--- config.mk ---
export PLATFORM = sky130hd
export DESIGN_NAME = pgm_cmd_master
export DESIGN_NICKNAME = d
export VERILOG_FILES = /design/src/rtl/pgm_pkg.sv /design/src/rtl/pgm_clk_div.sv /design/src/rtl/pgm_tx_shift.sv /design/src/rtl/pgm_rx_shift.sv /design/src/rtl/pgm_cmd_master.sv
export SDC_FILE = /design/constraint.sdc
export NUM_CORES = 1
export LEC_CHECK = 0
export BUFFER_PORTS_ARGS = -buffer_cell sky130_fd_sc_hd__buf_2
export CAP_MARGIN = 30
export CORE_UTILIZATION = 50
export DETAILED_ROUTE_END_ITERATION = 16
export GPL_ROUTABILITY_DRIVEN = 0
export GPL_TIMING_DRIVEN = 0
export PLACE_DENSITY_LB_ADDON = 0.2
export SLEW_MARGIN = 20
export SYNTH_ARGS = -nofsm -noshare
export SYNTH_HDL_FRONTEND = slang
export SYNTH_SLANG_ARGS = --single-unit
export TNS_END_PERCENT = 100
--- constraint.sdc ---
create_clock -name clk_i -period 3.32 [get_ports clk_i]
set_input_delay 0.498 -clock clk_i [delete_from_list [all_inputs] [get_ports clk_i]]
set_output_delay 0.498 -clock clk_i [all_outputs]
set_load 0.01 [all_outputs]
--- src/rtl/pgm_pkg.sv ---
package pgm_pkg;
  localparam int INSTR_W      = 24;
  localparam int RDATA_W      = 16;
  localparam int CODE_W       = 4;
  localparam int FIRST_CODE_W = 9;
  localparam int GAP_CLKS     = 8;

  localparam logic [CODE_W-1:0] CODE_EXEC = 4'b0000;
  localparam logic [CODE_W-1:0] CODE_READ = 4'b0001;

  localparam int TX_W       = FIRST_CODE_W + INSTR_W;
  localparam int EXEC_CLKS  = CODE_W + INSTR_W;
  localparam int FIRST_CLKS = FIRST_CODE_W + INSTR_W;
  localparam int READ_CLKS  = CODE_W + GAP_CLKS + RDATA_W;
  localparam int CNT_W      = $clog2(FIRST_CLKS + 1);

  typedef enum logic [1:0] {
    ST_IDLE = 2'd0,
    ST_LOW  = 2'd1,
    ST_HIGH = 2'd2
  } pgm_state_e;
endpackage

--- src/rtl/pgm_clk_div.sv ---
module pgm_clk_div #(
  parameter int DIV_W = 8
) (
  input  logic             clk_i,
  input  logic             rst_ni,
  input  logic             run_i,
  input  logic [DIV_W-1:0] div_i,
  output logic             half_end_o
);
  logic [DIV_W-1:0] cnt_q;

  assign half_end_o = run_i && (cnt_q == div_i);

  always_ff @(posedge clk_i or negedge rst_ni) begin
    if (!rst_ni)                    cnt_q <= '0;
    else if (!run_i || half_end_o)  cnt_q <= '0;
    else                            cnt_q <= cnt_q + 1'b1;
  end
endmodule

--- src/rtl/pgm_tx_shift.sv ---
module pgm_tx_shift #(
  parameter int W = 33
) (
  input  logic         clk_i,
  input  logic         rst_ni,
  input  logic         load_i,
  input  logic [W-1:0] data_i,
  input  logic         shift_i,
  output logic         bit_o
);
  logic [W-1:0] sr_q;

  assign bit_o = sr_q[0];

  always_ff @(posedge clk_i or negedge rst_ni) begin
    if (!rst_ni)      sr_q <= '0;
    else if (load_i)  sr_q <= data_i;
    else if (shift_i) sr_q <= {1'b0, sr_q[W-1:1]};
  end
endmodule

--- src/rtl/pgm_rx_shift.sv ---
module pgm_rx_shift #(
  parameter int W = 16
) (
  input  logic         clk_i,
  input  logic         rst_ni,
  input  logic         shift_i,
  input  logic         bit_i,
  output logic [W-1:0] data_o
);
  // LSb arrives first, so new bits enter at the top
  always_ff @(posedge clk_i or negedge rst_ni) begin
    if (!rst_ni)      data_o <= '0;
    else if (shift_i) data_o <= {bit_i, data_o[W-1:1]};
  end
endmodule

--- src/rtl/pgm_cmd_master.sv ---
module pgm_cmd_master
  import pgm_pkg::*;
#(
  parameter int DIV_W = 8
) (
  input  logic               clk_i,
  input  logic               rst_ni,
  input  logic               req_valid_i,
  output logic               req_ready_o,
  input  logic               req_read_i,
  input  logic               req_first_i,
  input  logic [INSTR_W-1:0] req_instr_i,
  input  logic [DIV_W-1:0]   div_i,
  output logic               pgc_o,
  output logic               pgd_o,
  output logic               pgd_oe_o,
  input  logic               pgd_i,
  output logic [RDATA_W-1:0] rdata_o,
  output logic               done_o
);
  pgm_state_e         state_q;
  logic [DIV_W-1:0]   div_q;
  logic               is_read_q;
  logic [CNT_W-1:0]   clk_idx_q, last_idx_q;
  logic               oe_q, done_q;
  logic [RDATA_W-1:0] rdata_q, rx_data;

  logic               accept, half_end, rise_ev, fall_ev, last_clk, capture;
  logic [TX_W-1:0]    tx_load;
  logic [CNT_W-1:0]   last_load;
  logic               read_load;

  assign accept   = req_valid_i && (state_q == ST_IDLE);
  assign rise_ev  = (state_q == ST_LOW)  && half_end;
  assign fall_ev  = (state_q == ST_HIGH) && half_end;
  assign last_clk = (clk_idx_q == last_idx_q);
  assign capture  = rise_ev && is_read_q && (clk_idx_q >= CNT_W'(CODE_W + GAP_CLKS));

  // command image, LSb goes out first; first-command flag overrides read
  always_comb begin
    if (req_first_i) begin
      tx_load   = {req_instr_i, {FIRST_CODE_W{1'b0}}};
      last_load = CNT_W'(FIRST_CLKS - 1);
      read_load = 1'b0;
    end else if (req_read_i) begin
      tx_load   = TX_W'(CODE_READ);
      last_load = CNT_W'(READ_CLKS - 1);
      read_load = 1'b1;
    end else begin
      tx_load   = TX_W'({req_instr_i, CODE_EXEC});
      last_load = CNT_W'(EXEC_CLKS - 1);
      read_load = 1'b0;
    end
  end

  pgm_clk_div #(.DIV_W(DIV_W)) i_div (
    .clk_i      (clk_i),
    .rst_ni     (rst_ni),
    .run_i      (state_q != ST_IDLE),
    .div_i      (div_q),
    .half_end_o (half_end)
  );

  pgm_tx_shift #(.W(TX_W)) i_tx (
    .clk_i   (clk_i),
    .rst_ni  (rst_ni),
    .load_i  (accept),
    .data_i  (tx_load),
    .shift_i (fall_ev),
    .bit_o   (pgd_o)
  );

  pgm_rx_shift #(.W(RDATA_W)) i_rx (
    .clk_i   (clk_i),
    .rst_ni  (rst_ni),
    .shift_i (capture),
    .bit_i   (pgd_i),
    .data_o  (rx_data)
  );

  always_ff @(posedge clk_i or negedge rst_ni) begin
    if (!rst_ni) begin
      state_q    <= ST_IDLE;
      div_q      <= '0;
      is_read_q  <= 1'b0;
      clk_idx_q  <= '0;
      last_idx_q <= '0;
      oe_q       <= 1'b1;
      done_q     <= 1'b0;
      rdata_q    <= '0;
    end else begin
      done_q <= 1'b0;
      unique case (state_q)
        ST_IDLE: if (accept) begin
          state_q    <= ST_LOW;
          div_q      <= div_i;
          is_read_q  <= read_load;
          last_idx_q <= last_load;
          clk_idx_q  <= '0;
          oe_q       <= 1'b1;
        end
        ST_LOW: if (rise_ev) state_q <= ST_HIGH;
        ST_HIGH: if (fall_ev) begin
          if (last_clk) begin
            state_q <= ST_IDLE;
            done_q  <= 1'b1;
            oe_q    <= 1'b1;
            if (is_read_q) rdata_q <= rx_data;
          end else begin
            state_q   <= ST_LOW;
            clk_idx_q <= clk_idx_q + 1'b1;
            // release line once the read code has gone out
            if (is_read_q && clk_idx_q == CNT_W'(CODE_W - 1)) oe_q <= 1'b0;
          end
        end
        default: state_q <= ST_IDLE;
      endcase
    end
  end

  assign req_ready_o = (state_q == ST_IDLE);
  assign pgc_o       = (state_q == ST_HIGH);
  assign pgd_oe_o    = oe_q;
  assign rdata_o     = rdata_q;
  assign done_o      = done_q;
endmodule

; ---- Word level (Yosys, flattened, before mapping)
; Index checks and enable logic that the tools add are counted.
[word_totals]
rom_bits = 0
n_memories = 0
word_cells = 67
latchBits = 0
input_bits = 38
ramBits = 0
output_inout_bits = 21
reg_bits = 98
[classes]
n_eq_ne = 10
n_bitwise = 0
n_div = 0
multipliers = 0
n_mux = 25
reduce_logical = 18
order_cmp = 1
addsub = 2
shifts = 0
[ops]
columns = op, n
row1 = 2-to-1 mux 33 bit, 3
row2 = 2-to-1 mux 28 bit, 1
row3 = 2-to-1 mux 6 bit, 4
row4 = one-hot mux 6 bit (2 select lines), 1
row5 = AND reduction 4 bit, 3
row6 = 2-to-1 mux 1 bit, 10
row7 = adder 8 x 1 -> 8 bit (second input constant), 1
row8 = equality test 8 bit, 1
row9 = 2-to-1 mux 8 bit, 1
row10 = logical AND 1 bit, 7
row11 = adder 6 x 1 -> 6 bit (second input constant), 1
row12 = equality test 6 x 2 -> 1 bit (second input constant), 1
row13 = equality test 6 bit, 1
row14 = greater-or-equal comparator 6 x 4 -> 1 bit (second input constant), 1
row15 = 2-to-1 mux 2 bit, 3
row16 = one-hot mux 2 bit (3 select lines), 1
row17 = nonzero test 2 bit, 3
row18 = inequality test 2 x 1 -> 1 bit (second input constant), 2
row19 = inequality test 2 bit (second input constant), 2
row20 = inequality test 3 x 1 -> 1 bit (second input constant), 1
row21 = AND reduction 3 bit, 1
row22 = equality test 2 x 1 -> 1 bit (second input constant), 1
row23 = equality test 2 bit (second input constant), 1
row24 = zero test 2 bit, 1
row25 = 4 further kinds, 4

; ---- Longest topological paths before layout
[depth]
ltp_word = 6
ltp_mapped = 7
depth_no_buf = 5

; ---- By module
; Synthesis repeated with hierarchy kept, for this count alone.
[hier_totals]
hier_cells = 398
area_unflattened_um2 = 4660.7
[by_module_without_submodules]
columns = module, seq_area_each_um2, cells_each, instances, area_per_inst_um2
row1 = pgm_cmd_master, 927.1, 175, 1, 1963.1
row2 = pgm_tx_shift, 825.8, 143, 1, 1547.7
row3 = pgm_rx_shift, 400.4, 34, 1, 649.4
row4 = pgm_clk_div, 200.2, 46, 1, 500.5

; ---- Worst setup path after synthesis
; OpenSTA, ideal clock, no wires.
[synth_path]
kind = register to register
startpoint = register clk_idx_q[3]
endpoint = register rdata_q[0] (netlist: rdata_o[0])
setup_ns = 0.125
path_buffers = 1
path_stages_with_launch = 7
period_less_slack_ns = 1.972
t_arrival_ns = 1.847
path_slack_ns = 1.348
required_time_ns = 3.195
cell_sequence = dfrtp_1 -> or4_1 -> o22ai_2 -> and2_4 -> nand3_4 -> buf_6 -> mux2_4
[synth_via]
elab_chain_len = 2
[synth_rtl]
columns = element, line
row1 = from (decl), pgm_cmd_master.sv:24  ; logic [CNT_W-1:0] clk_idx_q, last_idx_q;
row2 = from (signal assigned), pgm_cmd_master.sv:111  ; clk_idx_q <= clk_idx_q + 1'b1;
row3 = equality test 6 bit, pgm_cmd_master.sv:36  ; assign last_clk = (clk_idx_q == last_idx_q);
row4 = AND reduction 4 bit (no source line), --
row5 = to (signal assigned), pgm_cmd_master.sv:108  ; if (is_read_q) rdata_q <= rx_data;
row6 = to (decl), pgm_cmd_master.sv:26  ; logic [RDATA_W-1:0] rdata_q, rx_data;
; No other way between the ends.
; A chain may end at the register's enable or synchronous reset.

; ---- Final worst setup path
[layout_path]
startpoint = register i_div.cnt_q[5]
endpoint = register i_tx.sr_q[19]
[layout_via]
elab_chain_len = 4
[layout_rtl]
columns = element, line
row1 = from (decl), pgm_clk_div.sv:10  ; logic [DIV_W-1:0] cnt_q;
row2 = from (signal assigned), pgm_clk_div.sv:17  ; else cnt_q <= cnt_q + 1'b1;
row3 = equality test 8 bit, pgm_clk_div.sv:12  ; assign half_end_o = run_i && (cnt_q == div_i);
row4 = logical AND 1 bit, pgm_clk_div.sv:12
row5 = logical AND 1 bit, pgm_cmd_master.sv:35  ; assign fall_ev = (state_q == ST_HIGH) && half_end;
row6 = nonzero test 2 bit (no source line), --
row7 = to (signal assigned), pgm_tx_shift.sv:17  ; else if (load_i) sr_q <= data_i;
row8 = to (signal assigned), pgm_tx_shift.sv:18  ; else if (shift_i) sr_q <= {1'b0, sr_q[W-1:1]};
row9 = to (decl), pgm_tx_shift.sv:11  ; logic [W-1:0] sr_q;
; No other way between the ends.

==> results.md <==
- Reg2reg end: i_tx.sr_q[19]$_DFFE_PN0P_
- Crit path max-delay family: simple AND/OR/NAND/NOR gates
- Met3 Routed Length: 523 um
- Clock latency on the worst-skew pair: 360 ps
- Setup-failing EPs final: 0
- Largest family of logic cells by synthesized area: simple AND/OR/NAND/NOR gates
- Synth Area in Compound Gates: 10.37%
- Outcome: completed
- Total die area: 0.009062 mm^2
- Antenna violations before repair: 0
- Relative slew slack: 59.02%
- Global-route wire length before repair: 15.28 mm
- Min-delay worst type: in2async
- Cts hold-fix bufs: 0
- CTS tree: yes
- Buf+Inv Stages, Crit Path: 1
- Die Wd: 95.20 um
- R2R setup slack: 1070 ps
- Vias post-DR: 3294
- Syn nets: 443
- Leakage: 2.494 nW
- Tmin final: 2248 ps
- Top cell type's share of synthesized area: 53.59%
- Finished Layout Cells: 582
- Part of the Yosys area used for sequential elements: 54.19%
- Mux contribution to synthesized area: 10.98%
- Crit-path max FO: 10
- Placed insts: 566
- WS Path Type: reg2reg
- Yosys reg bits: 94
- Area added between synthesis and finish: 14.72%
- Met2 Wirelength: 4.135 mm
- Max-Cap Viols: 0
- Post-Synth Adder-Cell Area: 0.8643%
- Initial core utilization: 52.33%
- PwrDens: 632.3 mW/mm^2
- CTS clk-pin slew, worst paths: 90 ps
- Layout cells sized above 1: 25.16%
- Final worst path period share: 67.72%
- DR vias/cell: 5.660
- Final cell utilization of the core: 60.03%
- Worst r2r src: i_div.cnt_q[5]$_DFF_PN0_
- Fillers: 727
- CP max stage cell: nor3_4
- Worst Skew: 14.96 ps
- Max Used Layer: met4
- Total Routing Usage GR: 22.22%
- FF-to-FF path depth: 6
- I/O Pins: 59
- Final #Nets: 513
- Simple-Gate Fraction of Synth Area: 17.55%
- Synth Instances: 402
- Synth area leader: dfrtp_1
- Die Y: 95.20 um
- Clock sinks: 94
- Final instance area: 0.004982 mm^2
- Top FF cell, synth: dfrtp_1
- H-tree Lvls: 3
- DRC viols: 0
- Unrepaired setup endpoints after global routing: no
- Final wirelength: 9.146 mm
- ANT nets after route: 0
- Syn Area/Cell: 10.80 um^2
- Max IR drop VDD: 0.3517 mV
- Hold Vio Cnt, Final: 0
- Resized Gates After CTS: 0
- Setup Buffers After CTS: 0
- Post-Synth XOR/XNOR Area: 3.025%
- Top post-synthesis cells by area: dfrtp_1 54%, nand2_1 7.7%, mux2_4 6.9%
- Worst Path Required: 3600 ps
- Largest net degree at the start of global routing: 62
- Vias in the first global route: 3124
- Root Buffer: clkbuf_8
- HPWL after DPL: 6.596 mm
- CTS Buffer Depth: 2
- M1 WL: 4.336 mm
- Drt pass-1 iters: 5
- Ant diodes: 0
- Distinct cells, synth: 45
- Starting DRT DRC Count: 229
- Number of I/O port buffers: 58
- Worst Hold Slack: 17.35 ps
- Placeable Area: 0.008299 mm^2
- CTS Buf Count: 9
- Ys async rst share: 100.0%
- DR WL/cell: 15.71 um
- Worst Setup End Kind: flop
- Crit path largest cell delay: 480 ps
- Total negative slack: 0 ps
- Worst slew pin tran: 610.6 ps
- Max Slew Vio Count: 0
- YS warnings: 0
- CP Data Arrival Time: 2520 ps
- Critical Path Start Type: flop
- Fmax: 444.8 MHz
- Row Count: 33
- Total gr overflow: 0
- Critical path cell sequence: xnor2_1, nand4_1, nor3_4, clkbuf_1, nand2_1, a31oi_1
- Syn Std Cell Area: 0.004343 mm^2
- Placed cell area: 0.004798 mm^2
- Post-synth EDFFs: 0
-- state kept, by name (all words and copies together) (netlist names) --
register,cells
i_tx.sr_q,33
last_idx_q,2
i_div.cnt_q,8
clk_idx_q,6
state_q,2
rdata_o,16
is_read_q,1
done_o,1
i_rx.data_o,16
pgd_oe_o,1
div_q,8
-- cell usage after synthesis, types with 2 or more instances --
master    instances
dfrtp_1          93
nand2_1          89
nand3_1          41
clkbuf_1         21
mux2_4           20
a221oi_1         17
a31oi_1          15
mux2_2           13
nor2_1           13
a21oi_1           9
xnor2_1           9
xor2_1            6
a22o_1            5
o21ai_0           5
inv_1             4
buf_6             3
ha_1              3
mux2i_1           3
and3_1            2
nand4_1           2
nor3b_1           2
o211ai_1          2
o22ai_1           2
o41ai_1           2
-- per-stage QoR --
stage	total power [mW]	worst slack (ps)
6_report	3.150	1072
4_1_cts	3.182	1064
2_1_floorplan	2.227	1348
5_1_grt	3.391	820.6
3_3_place_gp	2.441	853.0
3_5_place_dp	2.482	1087
-- power by group --
part	internal, mW	switching (mW)
logic	0.354	0.471
clock network	0.296	0.399
registers	1.43	0.203
total	2.08	1.07
-- worst register-to-register path: stages (launching register included) --
cell and delay, ps:
dfrtp_1 440, xnor2_1 210, nand4_1 280, nor3_4 480, clkbuf_1 460, nand2_1 120, a31oi_1 180
-- area by class of cell --
cell class	count	area, um^2	area share, %
well taps	105	131.4	2.637
plain buffers	24	112.6	2.260
flip-flops and latches	94	2354	47.24
clock buffers	10	137.6	2.762
clock inverters	6	46.29	0.9292
multi-input cells	279	1858	37.29
inverters	5	18.77	0.3767
repair buffers	59	324.1	6.504
-- worst max-delay path by stage --
| stage | from | end | slack (ps) | depth (start not counted) |
|---|---|---|---|---|
| after floorplan | clk_idx_q[3]$_DFFE_PN0P_ | rdata_o[0]$_DFFE_PN0P_ | 1350 | 6 |
| after global placement | rst_ni | i_tx.sr_q[6]$_DFFE_PN0P_ | 850 | 1 |
| final | i_div.cnt_q[5]$_DFF_PN0_ | i_tx.sr_q[19]$_DFFE_PN0P_ | 1070 | 6 |
| after CTS | i_div.cnt_q[5]$_DFF_PN0_ | rdata_o[4]$_DFFE_PN0P_ | 1060 | 6 |
| after global routing | i_div.cnt_q[5]$_DFF_PN0_ | i_tx.sr_q[19]$_DFFE_PN0P_ | 820 | 6 |
| after detailed placement | i_div.cnt_q[5]$_DFF_PN0_ | rdata_o[4]$_DFFE_PN0P_ | 1090 | 6 |
-- logic make-up after synthesis --
kind of cell,Yosys count
XOR/XNOR,15
AO/OA/AOI/OAI,62
buffers and inverters,29
multiplexers,36
adder cells (fa/ha/maj),3
AND/OR/NAND/NOR,163
flip-flops,94
-- per-layer routing --
layer / up-vias / GRT usage (%)
met4: 0 / 8.965
met1: 1601 / 30.83
met3: 14 / 3.270
li1: 1564 / -
met5: - / 0
met2: 115 / 34.94
-- placed cells by master (no fill, tap or decap), types with 10 or more instances in the layout --
| cell | n |
|---|---|
| dfrtp_1 | 93 |
| mux2_2 | 13 |
| clkbuf_8 | 10 |
| nand3_1 | 41 |
| nor2_1 | 13 |
| nand2_1 | 89 |
| a31oi_1 | 15 |
| clkbuf_1 | 21 |
| buf_2 | 57 |
| mux2_4 | 20 |
| a221oi_1 | 17 |
No activity file was read; power rests on OpenSTA's default activity.
